$ cat config.mk
export PLATFORM = sky130hd
export DESIGN_NAME = xtal_interval_timer
export DESIGN_NICKNAME = d
export VERILOG_FILES = /design/src/rtl/itmr_pkg.sv /design/src/rtl/itmr_sys_psc.sv /design/src/rtl/itmr_xtal_psc.sv /design/src/rtl/itmr_tap_sel.sv /design/src/rtl/itmr_count.sv /design/src/rtl/xtal_interval_timer.sv
export SDC_FILE = /design/constraint.sdc
export NUM_CORES = 1
export LEC_CHECK = 0
export BUFFER_PORTS_ARGS = -buffer_cell sky130_fd_sc_hd__clkbuf_2
export CORE_MARGIN = 4
export CORE_UTILIZATION = 60
export CTS_CLUSTER_DIAMETER = 30
export DETAILED_ROUTE_END_ITERATION = 6
export PLACE_DENSITY = 0.78
export REMOVE_ABC_BUFFERS = 1
export SYNTH_ARGS = -nofsm -noshare
export SYNTH_HDL_FRONTEND = slang
export SYNTH_SLANG_ARGS = --single-unit
$ cat constraint.sdc
create_clock -name clk -period 4.5 [get_ports clk]
set_input_delay 0.45 -clock clk [delete_from_list [all_inputs] [get_ports clk]]
set_output_delay 0.45 -clock clk [all_outputs]
set_load 0.1 [all_outputs]
$ cat src/rtl/itmr_pkg.sv
// Package: shared sizes, the mode register layout and the normal-mode tap map
// for the dual-prescaler interval timer.
// Assumes: the system prescaler is at least 11 bits wide, so every tap index exists.
package itmr_pkg;

    localparam int SYS_PSC_W = 11;   // system-clock prescaler width
    localparam int XT_PRE_W  = 3;    // crystal divide-by-eight stage
    localparam int XT_PSC_W  = 5;    // crystal prescaler width
    localparam int CNT_W     = 8;    // timer counter width
    localparam int CODE_W    = 3;    // tap selection code width
    localparam int NCODE     = 2 ** CODE_W;

    // Mode register: top bit picks time-base mode, low bits pick the tap
    typedef struct packed {
        logic              tbase;
        logic [CODE_W-1:0] code;
    } mode_t;

    // Normal-mode code to system-prescaler bit index (divide = 2^(bit+1))
    function automatic int sys_tap_bit(input int code);
        case (code)
            0:       return 0;
            1:       return 1;
            2:       return 2;
            3:       return 4;
            4:       return 6;
            5:       return 8;
            6:       return 9;
            default: return 10;
        endcase
    endfunction

endpackage

$ cat src/rtl/itmr_sys_psc.sv
// System-clock prescaler: a free-running up-counter that advances while run is high.
// For each normal-mode tap it emits a one-cycle pulse on the clock edge
// where that prescaler bit goes from 0 to 1.
// Assumes: W is large enough for the highest tap given by itmr_pkg::sys_tap_bit.
module itmr_sys_psc
    import itmr_pkg::*;
#(
    parameter int W = SYS_PSC_W
) (
    input  logic             clk,
    input  logic             rst_n,
    input  logic             run,
    output logic [NCODE-1:0] tap_tick
);

    localparam logic [W-1:0] ONE = W'(1);

    logic [W-1:0] cnt;

    // Advance the prescaler on every enabled system clock
    always_ff @(posedge clk) begin
        if (!rst_n)   cnt <= '0;
        else if (run) cnt <= cnt + ONE;
    end

    // One rising-edge pulse per selectable tap
    for (genvar t = 0; t < NCODE; t++) begin : g_tap
        localparam int B = sys_tap_bit(t);
        if (B == 0) begin : g_lsb
            assign tap_tick[t] = run & ~cnt[0];
        end else begin : g_upper
            assign tap_tick[t] = run & ~cnt[B] & (&cnt[B-1:0]);
        end
    end

    AST_SPSC_STEP: assert property (@(posedge clk) disable iff (!rst_n)
        run |=> cnt == $past(cnt) + ONE);
    AST_SPSC_HOLD: assert property (@(posedge clk) disable iff (!rst_n)
        !run |=> $stable(cnt));

endmodule

$ cat src/rtl/itmr_xtal_psc.sv
// Crystal prescaler: synchronizes the slow crystal clock with two flops and
// detects its rising edges. A divide-by-eight stage turns every eighth edge
// into one prescaler step. Emits the step pulse and a rising-edge pulse
// for each prescaler bit.
// Assumes: each crystal phase lasts at least three system clocks. clr overrides
// counting and zeroes both stages.
module itmr_xtal_psc
    import itmr_pkg::*;
#(
    parameter int PRE_W = XT_PRE_W,
    parameter int W     = XT_PSC_W
) (
    input  logic         clk,
    input  logic         rst_n,
    input  logic         xtal_in,
    input  logic         run,
    input  logic         clr,
    output logic         adv,
    output logic [W-1:0] tick
);

    localparam logic [PRE_W-1:0] PONE = PRE_W'(1);
    localparam logic [W-1:0]     ONE  = W'(1);

    logic [1:0]       sync;
    logic             seen;
    logic [PRE_W-1:0] pre;
    logic [W-1:0]     psc;
    logic             step;

    // Bring the crystal clock into the system domain and remember its last value
    always_ff @(posedge clk) begin
        if (!rst_n) begin
            sync <= 2'b00;
            seen <= 1'b0;
        end else begin
            sync <= {sync[0], xtal_in};
            seen <= sync[1];
        end
    end

    assign step = run & sync[1] & ~seen;
    assign adv  = step & (&pre);

    // Divide-by-eight stage counts synchronized rising edges
    always_ff @(posedge clk) begin
        if (!rst_n || clr) pre <= '0;
        else if (step)     pre <= pre + PONE;
    end

    // Prescaler steps once per completed divide-by-eight cycle
    always_ff @(posedge clk) begin
        if (!rst_n || clr) psc <= '0;
        else if (adv)      psc <= psc + ONE;
    end

    // Rising-edge pulse of each prescaler bit
    for (genvar k = 0; k < W; k++) begin : g_tick
        if (k == 0) begin : g_lsb
            assign tick[k] = adv & ~psc[0];
        end else begin : g_upper
            assign tick[k] = adv & ~psc[k] & (&psc[k-1:0]);
        end
    end

    AST_XT_CLEARED: assert property (@(posedge clk) disable iff (!rst_n)
        clr |=> (pre == '0 && psc == '0));
    AST_XT_FROZEN: assert property (@(posedge clk) disable iff (!rst_n)
        (!run && !clr) |=> ($stable(pre) && $stable(psc)));
    AST_XT_PRE_STEP: assert property (@(posedge clk) disable iff (!rst_n)
        (step && !clr) |=> pre == $past(pre) + PONE);

endmodule

$ cat src/rtl/itmr_tap_sel.sv
// Tap selector: picks the counter's input pulse from the system taps in normal
// mode, or from the crystal prescaler in time-base mode.
// Assumes: in time-base mode, code 0 is the raw prescaler step and codes above W
// saturate at the top prescaler bit.
module itmr_tap_sel
    import itmr_pkg::*;
#(
    parameter int XW = XT_PSC_W
) (
    input  mode_t            mode,
    input  logic [NCODE-1:0] sys_tick,
    input  logic             xt_adv,
    input  logic [XW-1:0]    xt_tick,
    output logic             pulse
);

    logic xt_pick;

    // Crystal-side pick: step pulse for code 0, saturating bit tap otherwise
    always_comb begin
        xt_pick = xt_adv;
        for (int c = 1; c < NCODE; c++) begin
            if (mode.code == CODE_W'(c)) xt_pick = xt_tick[((c > XW) ? XW : c) - 1];
        end
    end

    // Final source choice by the time-base bit
    always_comb begin
        pulse = mode.tbase ? xt_pick : sys_tick[mode.code];
    end

endmodule

$ cat src/rtl/itmr_count.sv
// Timer counter: up-counts on each input pulse, wraps from all-ones to zero,
// and sets a sticky request flag on every wrap.
// Assumes: clr (time-base restart) beats a coincident pulse. An overflow beats
// a coincident flag clear.
module itmr_count
    import itmr_pkg::*;
#(
    parameter int W = CNT_W
) (
    input  logic         clk,
    input  logic         rst_n,
    input  logic         tick,
    input  logic         clr,
    input  logic         irq_clr,
    output logic [W-1:0] cnt,
    output logic         irq
);

    localparam logic [W-1:0] ONE = W'(1);

    logic ovf;

    assign ovf = tick & ~clr & (&cnt);

    // Counter: restart, step or hold
    always_ff @(posedge clk) begin
        if (!rst_n || clr) cnt <= '0;
        else if (tick)     cnt <= cnt + ONE;
    end

    // Sticky request flag, overflow has priority over clear
    always_ff @(posedge clk) begin
        if (!rst_n)       irq <= 1'b0;
        else if (ovf)     irq <= 1'b1;
        else if (irq_clr) irq <= 1'b0;
    end

    AST_CNT_STEP: assert property (@(posedge clk) disable iff (!rst_n)
        (tick && !clr) |=> cnt == $past(cnt) + ONE);
    AST_CNT_HOLD: assert property (@(posedge clk) disable iff (!rst_n)
        (!tick && !clr) |=> $stable(cnt));
    AST_WRAP_RAISES_IRQ: assert property (@(posedge clk) disable iff (!rst_n)
        (tick && !clr && cnt == '1) |=> (cnt == '0 && irq));
    AST_IRQ_STICKY: assert property (@(posedge clk) disable iff (!rst_n)
        (irq && !irq_clr) |=> irq);
    AST_OVF_BEATS_CLR: assert property (@(posedge clk) disable iff (!rst_n)
        (tick && !clr && cnt == '1 && irq_clr) |=> irq);

endmodule

$ cat src/rtl/xtal_interval_timer.sv
// Top: the dual-prescaler interval timer. Holds the mode register, gates the
// prescalers by power mode, routes the selected tap to the counter and applies
// the time-base restart only in time-base mode.
// Assumes: all inputs are synchronous to clk, except xtal_in, which is synchronized inside.
module xtal_interval_timer
    import itmr_pkg::*;
#(
    parameter int SYS_W = SYS_PSC_W,
    parameter int PRE_W = XT_PRE_W,
    parameter int XT_W  = XT_PSC_W,
    parameter int CW    = CNT_W
) (
    input  logic           clk,
    input  logic           rst_n,
    input  logic           xtal_in,
    input  logic           stop_mode,
    input  logic           watch_mode,
    input  logic           mode_we,
    input  logic [CODE_W:0] mode_wdata,
    input  logic           irq_clr,
    input  logic           tb_clr,
    output logic [CW-1:0]  count,
    output logic           irq_flag
);

    mode_t            mode_q;
    logic             sys_run;
    logic             xt_run;
    logic             tb_clr_eff;
    logic [NCODE-1:0] sys_tick;
    logic             xt_adv;
    logic [XT_W-1:0]  xt_tick;
    logic             tick_sel;

    // Mode register, loaded by the write strobe
    always_ff @(posedge clk) begin
        if (!rst_n)       mode_q <= '0;
        else if (mode_we) mode_q <= mode_t'(mode_wdata);
    end

    assign sys_run    = ~stop_mode & ~watch_mode;
    assign xt_run     = ~stop_mode;
    assign tb_clr_eff = tb_clr & mode_q.tbase;

    itmr_sys_psc #(.W(SYS_W)) u_sys_psc (
        .clk      (clk),
        .rst_n    (rst_n),
        .run      (sys_run),
        .tap_tick (sys_tick)
    );

    itmr_xtal_psc #(.PRE_W(PRE_W), .W(XT_W)) u_xt_psc (
        .clk     (clk),
        .rst_n   (rst_n),
        .xtal_in (xtal_in),
        .run     (xt_run),
        .clr     (tb_clr_eff),
        .adv     (xt_adv),
        .tick    (xt_tick)
    );

    itmr_tap_sel #(.XW(XT_W)) u_sel (
        .mode     (mode_q),
        .sys_tick (sys_tick),
        .xt_adv   (xt_adv),
        .xt_tick  (xt_tick),
        .pulse    (tick_sel)
    );

    itmr_count #(.W(CW)) u_cnt (
        .clk     (clk),
        .rst_n   (rst_n),
        .tick    (tick_sel),
        .clr     (tb_clr_eff),
        .irq_clr (irq_clr),
        .cnt     (count),
        .irq     (irq_flag)
    );

    AST_TBASE_FROM_XTAL: assert property (@(posedge clk) disable iff (!rst_n)
        (mode_q.tbase && tick_sel) |-> xt_adv);
    AST_NORMAL_FROM_SYS: assert property (@(posedge clk) disable iff (!rst_n)
        (!mode_q.tbase && tick_sel) |-> sys_run);
    AST_TBCLR_IGNORED: assert property (@(posedge clk) disable iff (!rst_n)
        (tb_clr && !mode_q.tbase && !tick_sel) |=> $stable(count));
    AST_MODE_LOAD: assert property (@(posedge clk) disable iff (!rst_n)
        mode_we |=> mode_q == $past(mode_wdata));

endmodule

# Yosys cells after proc, flatten, opt, wreduce, memory -nomap -nowiden
# Index checks and enable logic that the tools add are counted.
# op_classes
mux	12
n_addsub	4
bitwise	48
order_cmp	1
reduce_logical	14
n_eq_ne	7
# ops
operator	n
bitwise AND 1 bit	31
inverter 1 bit	17
AND reduction 8 bit	2
== test 3 bit (second input constant)	4
adder 11 x 1 -> 11 bit (second input constant)	1
2-to-1 mux 1 bit	11
AND reduction 10 bit	1
AND reduction 9 bit	1
adder 8 x 1 -> 8 bit (second input constant)	1
AND reduction 4 bit	2
== test 3 x 2 -> 1 bit (second input constant)	2
AND reduction 3 bit	2
AND reduction 6 bit	1
adder 5 x 1 -> 5 bit (second input constant)	1
< comparator 3 x 4 -> 1 bit (second input constant)	1
AND reduction 2 bit	2
adder 3 x 1 -> 3 bit (second input constant)	1
binary-select mux 1 bit (select 3 bit)	1
== test 3 x 1 -> 1 bit (second input constant)	1
nonzero test 2 bit	1
logical NOT 1 bit	1
logical OR 1 bit	1
# totals
inputBits	12
out_inout_bits	9
elab_cells	95
register_bits	35

# Depth between registers and ports, before layout
# Gate-level depths: netlist of the first run.
# depth
ltp_word	16
depth_mapped	9
depth_no_buf	9

# Modules after synthesis
# From an unflattened synthesis of the first run, not the netlist that was laid out.
# hier_totals
hier_cells	181
hier_area_um2	1725.4
# by_module_without_submodules
mod	seq_area_each_um2	n_inst	cells_each	area_each_um2
itmr_sys_psc	220.2	1	62	564.3
itmr_xtal_psc	220.2	1	49	476.7
itmr_count	180.2	1	43	390.4
xtal_interval_timer	80.1	1	16	170.2
itmr_tap_sel	0.0	1	11	123.9

# Worst setup path after synthesis of the first run
# No wires, ideal clock.
# synth_path
kind	register -> register
startpoint	register u_cnt.cnt[0]
endpoint	register u_cnt.cnt[6]
setup_ns	0.087
path_slack_ns	2.223
n_path_buf	0
path_stages_with_launch	7
t_arrival_ns	2.190
t_required_ns	4.413
synth_period_minus_slack_ns	2.277
cell_sequence	dfxtp_1 ha_1 nand3_1 or2_2 a211oi_1 o21ai_0 o31ai_1
# synth_via
elab_chain_cells	1
# synth_lines
item	line	rtl
start: declaration	itmr_count.sv:15	output logic [W-1:0] cnt,
start signal: assignment	itmr_count.sv:28	else if (tick) cnt <= cnt + ONE;
adder 8 x 1 -> 8 bit	itmr_count.sv:28	
# Every way passes these cells.
# A chain may end at the register's enable or synchronous reset.

# Worst setup path in the final report of the first run
# layout_path
startpoint	register u_xt_psc.psc[0]
endpoint	register u_cnt.cnt[0]
# layout_via
elab_chain_cells	10
elab_cells_between_ends	17
cone_classes	mux: 8; bitwise: 6; reduce/logical: 3
# layout_lines
item	line	rtl
start: declaration	itmr_xtal_psc.sv:28	logic [W-1:0] psc;
start signal: assignment	itmr_xtal_psc.sv:54	else if (adv) psc <= psc + ONE;
inverter 1 bit	itmr_xtal_psc.sv:60	assign tick[k] = adv & ~psc[0];
bitwise AND 1 bit	itmr_xtal_psc.sv:60	
2-to-1 mux 1 bit (6 in series)	itmr_tap_sel.sv:23	if (mode.code == CODE_W'(c)) xt_pick = xt_tick[((c > XW) ? XW : c) - 1];
2-to-1 mux 1 bit (*)	itmr_tap_sel.sv:23	
2-to-1 mux 1 bit (*)	itmr_tap_sel.sv:29	pulse = mode.tbase ? xt_pick : sys_tick[mode.code];
# Mark *: on every way between the ends. The rest lies on a longest branch, timed or not.

==> results of run 1 <==
-- per-layer routing --
metal | GRT usage, % | wire, um | up-vias
met5 | 0 | 0 | -
met4 | 7.82 | 67 | 0
met3 | 5.86 | 211 | 8
met2 | 34.2 | 1790 | 47
met1 | 26.1 | 1790 | 724
li1 | - | - | 785
-- worst max-delay path by stage --
stage | to | slack (ps) | cells after the start | from
2_1_floorplan | u_cnt.cnt[2]$_SDFFE_PP0P_ | 2180 | 8 | u_xt_psc.psc[0]$_SDFFE_PP0P_
3_3_place_gp | u_cnt.cnt[1]$_SDFFE_PP0P_ | 1970 | 8 | u_xt_psc.psc[0]$_SDFFE_PP0P_
3_5_place_dp | u_cnt.cnt[0]$_SDFFE_PP0P_ | 1810 | 8 | u_xt_psc.psc[0]$_SDFFE_PP0P_
4_1_cts | u_cnt.cnt[0]$_SDFFE_PP0P_ | 1750 | 8 | u_xt_psc.psc[0]$_SDFFE_PP0P_
5_1_grt | u_cnt.cnt[0]$_SDFFE_PP0P_ | 1450 | 8 | u_xt_psc.psc[0]$_SDFFE_PP0P_
6_report | u_cnt.cnt[0]$_SDFFE_PP0P_ | 1740 | 8 | u_xt_psc.psc[0]$_SDFFE_PP0P_
-- logic make-up after synthesis --
kind of cell | synth area share (%)
AND/OR/NAND/NOR | 29.6
AO/OA/AOI/OAI | 13.7
flip-flops | 38.0
XOR/XNOR | 5.71
buffers and inverters | 2.72
multiplexers | 5.50
adder cells (fa/ha/maj) | 4.76
-- power groups by stage --
stage          registers [uW]  clock network, uW  logic, uW
5_1_grt                   326                175       57.0
3_5_place_dp              332                  0       51.2
4_1_cts                   324                157       51.9
2_1_floorplan             338                  0       26.6
6_report                  325                151       51.9
3_3_place_gp              331                  0       49.4
-- metrics by stage --
step / total power [uW] / hold slack, ps / std cells / utilization [%] / setup WS (ps)
2_1_floorplan: 365 / 412 / 201 / - / 2180
3_3_place_gp: 381 / 423 / 252 / 68.1 / 1970
3_5_place_dp: 383 / 441 / 252 / 68.1 / 1810
4_1_cts: 533 / 317 / 258 / 69.5 / 1750
5_1_grt: 558 / 317 / 258 / 69.5 / 1450
6_report: 528 / 320 / 258 / 69.5 / 1740
-- final cells by class --
| cell class | instances | area [um2] | area share [%] |
|---|---|---|---|
| clock buffer | 6 | 41.3 | 2.08 |
| sequential | 35 | 701 | 35.3 |
| timing repair buffer | 20 | 100 | 5.05 |
| inverter | 3 | 11.3 | 0.568 |
| multi-input combinational | 163 | 1090 | 55.0 |
| tap | 31 | 38.8 | 1.96 |
-- cells in the final DEF, fill, tap and decap left out, drive strengths merged, types with 6 or more instances in the layout --
cell type and count:
and2 13, clkbuf 26, dfxtp 35, ha 7, mux2i 9, nand2 14
nand3 9, nand4 6, nor2 24, o21ai 10, xor2 7
-- registers in the layout (all words and copies together), names as in the netlist --
| register | flops |
|---|---|
| u_xt_psc.seen | 1 |
| u_sys_psc.cnt | 11 |
| u_cnt.irq | 1 |
| u_xt_psc.sync | 2 |
| mode_q | 4 |
| u_xt_psc.psc | 5 |
| u_xt_psc.pre | 3 |
| u_cnt.cnt | 8 |
==> impl_metrics.tcl, run 1 <==
set metrics [dict create \
    number_of_setup_violations_in_the_final_report 0 \
    yosysWarnings 0 \
    place_congestion 0.820 \
    synthMostInstantiatedCell "dfxtp_1" \
    fmax_mhz 362 \
    drt-initial-drc-count 128 \
    ys_top_cells_by_count "dfxtp_1 (35), nor2_1 (24), nand2_1 (14), and2_1 (13)" \
    power_leakage_uw 0.000791 \
    yosys_register_bits 35 \
    cts-buffers-inserted 5 \
    post-cts-setup-buffers 0 \
    transition_time_at_the_pin_with_the_least_slew_margin_ps 1260 \
    global_route.usage.total_pct 20.9 \
    clk_root_buffer_cell "clkbuf_4" \
    cp_slowest_stage_delay_ps 1010 \
    cts_hold_repair.buffers 0 \
    tritoncts "done" \
    timing.final.crit_share_pct 61.4 \
    critPathSlowestCell "o311ai_1" \
    place_area_um2 1940 \
    fin_nets 247 \
    ios 21 \
    final.setup_skew_ps 11.4 \
    grt_setup_unrepaired "false" \
    regToRegEndpoint "u_cnt.cnt[0]$_SDFFE_PP0P_" \
    number_of_sinks_driven_by_the_clock_tree 35 \
    fillers 231 \
    ff2ff_path_depth 8 \
    asyncSetResetFlopFracSynth_pct 0 \
    htree_levels 2 \
    final_max_slew_viol_count 0 \
    switching_power_uw 138 \
    port_buffers 20 \
    power.clock.fraction_pct 28.7 \
    post_cts_resize_count 0 \
    core_area_um2 2850 \
    dp_hpwl_um 2700 \
    grt_max_degree 22 \
    post-synth-top-area-cell "dfxtp_1" \
    result_of_the_run "finished clean" \
    criticalPathCategory "flip-flop to flip-flop" \
    internal_power_uw 390 \
    syn_avg_cell_area_um2 8.77 \
    critPathRequiredTime_ps 4710 \
    power_frac_comb_pct 9.8 \
    period_minus_slack_ps 2760 \
    die_area_um2 4020 \
    crit_path_max_fanout 11 \
    first_pass_grt_wire_length_um 6820 \
    post_drt_wl_per_cell_um 15.0 \
    hold_critical_path_endpoint "u_xt_psc.sync[0]$_SDFF_PN0_" \
    r2r_start "u_xt_psc.psc[0]$_SDFFE_PP0P_" \
    detail_route.vias_per_cell 6.06 \
    netlist_area_um2 1840 \
    setup_total_negative_slack_ps 0 \
    ys_top_cells_by_area "dfxtp_1 (38%), mux2i_1 (4.9%), nor2_1 (4.9%)" \
    post_synth_edffs 0 \
    crit_path_cell_trace "ha_1, ha_1, or3b_2, a21oi_1, o311ai_1, inv_1, nor3_1, nor3_1" \
    hp-start "xtal_in" \
    worst_path_dominant_cell_family "compound AO/OA/AOI/OAI gates" \
    first_global_vias 1500 \
    grt_antenna_before_repair 0 \
    antenna-diode-count 0 \
    primary_ff_master_synth "dfxtp_1" \
    overflow 0 \
    max-clock-path-buffers 2 \
    regToRegSetupSlack_ps 1740 \
    power_frac_seq_pct 61.5 \
    detail_route.wirelength_um 3860 \
    total_buffers_and_inverters_traversed_by_the_critical_path 1 \
    detail_route.drc_violations 0 \
    synth_seq_area_share_pct 38.0 \
    insertion_delay_ps 330 \
    synthDistinctLibCells 43 \
    floorplan.rows 19 \
    p_per_area_nw_per_um2 266 \
    final_hold_viol_count 0 \
    drive_gt1_share_pct 15.0 \
    critPathLaunchType "flip-flop" \
    headroom_to_the_max_slew_limit_pct 15.0 \
    setup.worst_path.end_class "flip-flop" \
    crit_arrival_ps 2970 \
    post-route-cell-area_um2 1980 \
    antenna_violating_nets_post_route 0 \
    vias 1564 \
    max-cap-violations 0 \
    chip_width_um 63.4 \
    synthesis.instances 210 \
    area_overhead_vs_synth_pct 7.68 \
    hp-class "input pin to flip-flop" \
    worst_setup_hold_path_clk_slew_ps 100 \
    worst_ir_drop_on_vdd_mv 0.189 \
    drt_first_pass_iters 4 \
    worst_hold_path.num_cells 2 \
    die_height_um 63.4 \
    start_util_pct 64.6 \
    netlist.area_leader.share_pct 38.0 \
    switching_share_pct 26.1 \
]
(Power assumes the default switching activity.)
==> run 2, diff against run 1 <==
--- a/config.mk
+++ b/config.mk
@@ -7,10 +7,10 @@
 export LEC_CHECK = 0
 export BUFFER_PORTS_ARGS = -buffer_cell sky130_fd_sc_hd__clkbuf_2
 export CORE_MARGIN = 4
-export CORE_UTILIZATION = 60
+export CORE_UTILIZATION = 57
 export CTS_CLUSTER_DIAMETER = 30
 export DETAILED_ROUTE_END_ITERATION = 6
-export PLACE_DENSITY = 0.78
+export PLACE_DENSITY = 0.74
 export REMOVE_ABC_BUFFERS = 1
 export SYNTH_ARGS = -nofsm -noshare
 export SYNTH_HDL_FRONTEND = slang
==> constraint.sdc (replaced) <==
create_clock -name clk -period 2.7 [get_ports clk]
set_input_delay 0.27 -clock clk [delete_from_list [all_inputs] [get_ports clk]]
set_output_delay 0.27 -clock clk [all_outputs]
set_load 0.1 [all_outputs]
==> impl_metrics.tcl, run 2 (synthesized netlist as in run 1, its figures left out) <==
set metrics [dict create \
    result_of_the_run "finished clean" \
    worst_ir_drop_on_vdd_mv 0.364 \
    antenna-diode-count 0 \
    insertion_delay_ps 330 \
    crit_path_cell_trace "ha_1, nand3_1, nor2_1, ha_1, nor4bb_1, o21ai_1, a21o_1, a2111oi_2, a31o_1" \
    power.clock.fraction_pct 29.8 \
    number_of_sinks_driven_by_the_clock_tree 35 \
    fillers 261 \
    worst_setup_hold_path_clk_slew_ps 100 \
    final.setup_skew_ps 9.93 \
    cp_common_cell "ha_1" \
    tritoncts "done" \
    most_frequent_standard_cell_in_the_layout_excluding_fill_and_tap_cells "dfxtp_1" \
    place_area_um2 1970 \
    power_leakage_uw 0.000805 \
    first_pass_grt_wire_length_um 6310 \
    drive_gt1_share_pct 16.9 \
    overflow 0 \
    cp_slowest_stage_delay_ps 420 \
    htree_levels 2 \
    total_buffers_and_inverters_traversed_by_the_critical_path 0 \
    criticalPathCategory "flip-flop to flip-flop" \
    die_area_um2 4200 \
    post-route-cell-area_um2 2030 \
    antenna_violating_nets_post_route 0 \
    regMostFlops "u_sys_psc.cnt" \
    period_minus_slack_ps 2450 \
    postLayoutSetupSlackWorst_ps 250 \
    design_power_total_uw 896 \
    power_frac_comb_pct 9.8 \
    area_overhead_vs_synth_pct 10.5 \
    hp-start "xtal_in" \
    critPathRequiredTime_ps 2980 \
    setup_total_negative_slack_ps 0 \
    headroom_to_the_max_slew_limit_pct 47.7 \
    core_area_um2 3080 \
    preCtsSetupSlack_ps 20.6 \
    vias 1544 \
    max-clock-path-buffers 2 \
    grt_setup_unrepaired "false" \
    final_max_slew_viol_count 0 \
    layout.cells.most_common_list "dfxtp_1 (35), nor2_1 (24), clkbuf_2 (20)" \
    grt_antenna_before_repair 0 \
    post-cts-setup-buffers 0 \
    die_height_um 64.8 \
    critPathLaunchType "flip-flop" \
    grt_max_degree 22 \
    dp_hpwl_um 2750 \
    hp-class "input pin to flip-flop" \
    cts_hold_repair.buffers 0 \
    port_buffers 20 \
    drt-initial-drc-count 98 \
    drt_first_pass_iters 4 \
    setup.worst_path.end_class "flip-flop" \
    crit_path_max_fanout 6 \
    floorplan.rows 20 \
    final_hold_viol_count 0 \
    worst_setup_path_startpoint "u_sys_psc.cnt[0]$_SDFFE_PN0P_" \
    clk_root_buffer_cell "clkbuf_4" \
    place_congestion 0.824 \
    largestRegisters "u_sys_psc.cnt (11), u_cnt.cnt (8), u_xt_psc.psc (5)" \
    r2r_start "u_sys_psc.cnt[0]$_SDFFE_PN0P_" \
    start_util_pct 59.8 \
    first_global_vias 1431 \
    largest_reg_flops 11 \
    p_per_area_nw_per_um2 440 \
    timing.final.crit_share_pct 90.7 \
    fin_nets 249 \
    switching_share_pct 26.3 \
    chip_width_um 64.8 \
    max-cap-violations 0 \
    worst_path_dominant_cell_family "compound AO/OA/AOI/OAI gates" \
    critPathSlowestCell "dfxtp_1" \
    post_drt_wl_per_cell_um 13.5 \
    power_frac_seq_pct 60.5 \
    switching_power_uw 235 \
    transition_time_at_the_pin_with_the_least_slew_margin_ps 784 \
    number_of_setup_violations_in_the_final_report 0 \
    fmax_mhz 408 \
    detail_route.wirelength_um 3710 \
    detail_route.vias_per_cell 5.61 \
    internal_power_uw 661 \
    cts-buffers-inserted 5 \
    ios 21 \
    detail_route.drc_violations 0 \
    crit_arrival_ps 2730 \
    global_route.usage.total_pct 19.2 \
]
[run 2: final cells by class]
| cell class | count | area (um2) | share of cell area (%) |
|---|---|---|---|
| Inverter | 3 | 11.3 | 0.554 |
| Clock buffer | 7 | 45.0 | 2.21 |
| Tap cell | 44 | 55.1 | 2.71 |
| Multi-Input combinational cell | 163 | 1100 | 54.2 |
| Clock inverter | 1 | 5.00 | 0.246 |
| Sequential cell | 35 | 701 | 34.4 |
| Timing Repair Buffer | 22 | 115 | 5.66 |
[run 2: final timing paths]
path / cells after the start / to / slack (ps)
worst max-delay path: 9 / u_cnt.irq$_SDFFE_PN0P_ / 250
worst min-delay path: 2 / u_xt_psc.sync[0]$_SDFF_PN0_ / 160
worst max register to register: 9 / u_cnt.irq$_SDFFE_PN0P_ / 250
worst min register to register: 1 / u_xt_psc.sync[1]$_SDFF_PN0_ / 480
[run 2: stage by stage]
step           util [%]  hold WS [ps]  std cells
3_3_place_gp       64.1           414        267
3_5_place_dp       64.1           452        267
6_report           66.1           156        275
4_1_cts            66.0           142        275
2_1_floorplan         -           392        201
5_1_grt            66.1           146        275
[run 2: worst reg2reg max path, stage by stage (launching register included)]
cell and delay [ps]:
dfxtp_1 420, ha_1 310, nand3_1 130, nor2_1 180, ha_1 160, nor4bb_1 200, o21ai_1 210, a21o_1 250
a2111oi_2 400, a31o_1 140
[run 2: power groups by stage]
stage	clock, uW	combinational, uW	sequential (uW)
floorplan	0	44.4	563
global placement	0	84.5	552
detailed placement	0	86.6	553
CTS	278	87.4	541
global route	306	96.1	543
finish	267	87.6	542
[run 2: what timing repair did]
action / 4_1_cts / 5_1_grt
gates cloned: 0 / 0
endpoints found under the setup margin: 1 / 1
resized for setup: 1 / 1
[run 2: metal layers]
| layer | global-route usage [%] | vias to the layer above | routed length (um) |
|---|---|---|---|
| li1 | - | 791 | - |
| met1 | 23.5 | 707 | 1740 |
| met2 | 31.2 | 42 | 1730 |
| met3 | 4.85 | 4 | 202 |
| met4 | 9.50 | 0 | 33 |
| met5 | 0 | - | 0 |
==> run 3, diff against run 2 <==
--- a/config.mk
+++ b/config.mk
@@ -5,12 +5,12 @@
 export SDC_FILE = /design/constraint.sdc
 export NUM_CORES = 1
 export LEC_CHECK = 0
-export BUFFER_PORTS_ARGS = -buffer_cell sky130_fd_sc_hd__clkbuf_2
 export CORE_MARGIN = 4
-export CORE_UTILIZATION = 57
+export CORE_UTILIZATION = 60
 export CTS_CLUSTER_DIAMETER = 30
 export DETAILED_ROUTE_END_ITERATION = 6
-export PLACE_DENSITY = 0.74
+export DONT_BUFFER_PORTS = 1
+export PLACE_DENSITY = 0.72
 export REMOVE_ABC_BUFFERS = 1
 export SYNTH_ARGS = -nofsm -noshare
 export SYNTH_HDL_FRONTEND = slang
==> impl_metrics.tcl, run 3 (synthesized netlist as in run 1, its figures left out) <==
set metrics [dict create \
    regMostFlops "u_sys_psc.cnt" \
    layout.cells.most_common_list "dfxtp_1 (35), nor2_1 (24), nand2_1 (14)" \
    grt_antenna_before_repair 0 \
    first_pass_grt_wire_length_um 6700 \
    area_overhead_vs_synth_pct 8.15 \
    cp_common_cell "ha_1" \
    critPathSlowestCell "dfxtp_1" \
    internal_power_uw 744 \
    dp_hpwl_um 2860 \
    grt_max_degree 22 \
    timing.final.crit_share_pct 92.1 \
    floorplan.rows 19 \
    regToRegEndpoint "u_cnt.cnt[2]$_SDFFE_PP0P_" \
    overflow 0 \
    crit_arrival_ps 2760 \
    cp_slowest_stage_delay_ps 420 \
    post-cts-setup-buffers 0 \
    critPathLaunchType "flip-flop" \
    final_util_pct 69.8 \
    switching_power_uw 234 \
    crit_path_cell_trace "ha_1, nand3_1, nor2_1, ha_1, nor4bb_1, o21ai_1, a21oi_1, mux2_2, o211ai_1" \
    global_route.usage.total_pct 20.8 \
    fmax_mhz 402 \
    max-clock-path-buffers 2 \
    ff2ff_path_depth 9 \
    regToRegSetupSlack_ps 210 \
    power_frac_comb_pct 7.7 \
    final_max_slew_viol_count 0 \
    transition_time_at_the_pin_with_the_least_slew_margin_ps 963 \
    r2r_start "u_sys_psc.cnt[0]$_SDFFE_PN0P_" \
    worst_path_dominant_cell_family "compound AO/OA/AOI/OAI gates" \
    ios 21 \
    power.clock.fraction_pct 37.2 \
    result_of_the_run "finished clean" \
    critPathRequiredTime_ps 2970 \
    number_of_sinks_driven_by_the_clock_tree 35 \
    headroom_to_the_max_slew_limit_pct 35.7 \
    insertion_delay_ps 340 \
    detail_route.drc_violations 0 \
    port_buffers 0 \
    largest_reg_flops 11 \
    core_area_um2 2850 \
    place_congestion 0.894 \
    tritoncts "done" \
    worst_setup_hold_path_clk_slew_ps 100 \
    final_hold_viol_count 0 \
    design_power_total_uw 978 \
    die_area_um2 4020 \
    clk_root_buffer_cell "clkbuf_4" \
    total_buffers_and_inverters_traversed_by_the_critical_path 0 \
    hp-start "rst_n" \
    post-route-cell-area_um2 1990 \
    crit_path_max_fanout 6 \
    post_drt_wl_per_cell_um 15.3 \
    post_cts_resize_count 0 \
    fillers 235 \
    worst_ir_drop_on_vdd_mv 0.307 \
    setup_total_negative_slack_ps 0 \
    p_per_area_nw_per_um2 491 \
    grt_setup_unrepaired "false" \
    drive_gt1_share_pct 11.9 \
    switching_share_pct 24.0 \
    cts_hold_repair.buffers 0 \
    place_area_um2 1920 \
    criticalPathCategory "flip-flop to flip-flop" \
    hp-class "input pin to flip-flop" \
    setup.worst_path.end_class "flip-flop" \
    detail_route.vias_per_cell 6.12 \
    vias 1524 \
    htree_levels 2 \
    number_of_setup_violations_in_the_final_report 0 \
    worst_hold_path.num_cells 1 \
    final.setup_skew_ps 5.00 \
    die_height_um 63.4 \
    power_frac_seq_pct 55.1 \
    chip_width_um 63.4 \
    max-cap-violations 0 \
    hold_critical_path_endpoint "u_xt_psc.sync[0]$_SDFF_PN0_" \
    antenna_violating_nets_post_route 0 \
    most_frequent_standard_cell_in_the_layout_excluding_fill_and_tap_cells "dfxtp_1" \
    fin_nets 237 \
    worst_setup_path_startpoint "u_sys_psc.cnt[0]$_SDFFE_PN0P_" \
    largestRegisters "u_sys_psc.cnt (11), u_cnt.cnt (8), u_xt_psc.psc (5)" \
    power_leakage_uw 0.000770 \
    antenna-diode-count 0 \
    detail_route.wirelength_um 3800 \
    first_global_vias 1591 \
    start_util_pct 64.6 \
    drt_first_pass_iters 4 \
    drt-initial-drc-count 65 \
    cts-buffers-inserted 5 \
    period_minus_slack_ps 2490 \
]
[run 3: changes by cell type in the layout (fill, tap and decap cells not counted), sizes merged]
cell	previous run	this run
bufinv	0	1
buf	2	10
clkbuf	27	5
clkinvlp	0	1
clkinv	1	0
[run 3: through the flow]
stage               setup WS [ps]  cells  hold WS (ps)
floorplan                     384    201           392
global placement              372    242           394
CTS                           213    249          33.3
detailed placement            239    242           397
global route                 29.5    249          30.4
finish                        213    249          42.1
[run 3: power groups by stage]
stage	Clock [uW]	Combinational [uW]	Sequential [uW]
detailed placement	0	75.1	551
global route	400	82.9	542
global placement	0	72.7	550
CTS	371	75.3	539
floorplan	0	44.4	563
finish	364	75.0	539
[run 3: final cells by class]
cell class	instances	area, um2	share of cell area, %
clock inverters	2	37.5	1.88
flip-flops and latches	35	701	35.2
inverters	3	11.3	0.565
well taps	31	38.8	1.95
multi-input cells	163	1090	54.8
clock buffers	5	37.5	1.88
repair buffers	10	75.1	3.77
[run 3: layer usage]
metal,track usage (%),vias to the layer above,wire length [um]
li1,-,762,-
met1,23.2,712,1690
met2,37.2,41,1880
met3,5.15,9,179
met4,8.89,0,57
met5,0,-,0
[run 3: how the worst max path moves through the flow]
stage / end / slack (ps) / depth (start not counted)
4_1_cts: u_cnt.cnt[2]$_SDFFE_PP0P_ / 210 / 9
2_1_floorplan: u_cnt.cnt[2]$_SDFFE_PP0P_ / 380 / 8
5_1_grt: u_cnt.cnt[2]$_SDFFE_PP0P_ / 30 / 9
3_5_place_dp: u_cnt.cnt[2]$_SDFFE_PP0P_ / 240 / 9
6_report: u_cnt.cnt[2]$_SDFFE_PP0P_ / 210 / 9
3_3_place_gp: u_cnt.cnt[2]$_SDFFE_PP0P_ / 370 / 9
[run 3: worst register-to-register path, stage by stage (launching register included)]
cell and delay (ps):
dfxtp_1 420, ha_1 300, nand3_1 150, nor2_1 180, ha_1 160, nor4bb_1 200
o21ai_1 180, a21oi_1 350, mux2_2 380, o211ai_1 90
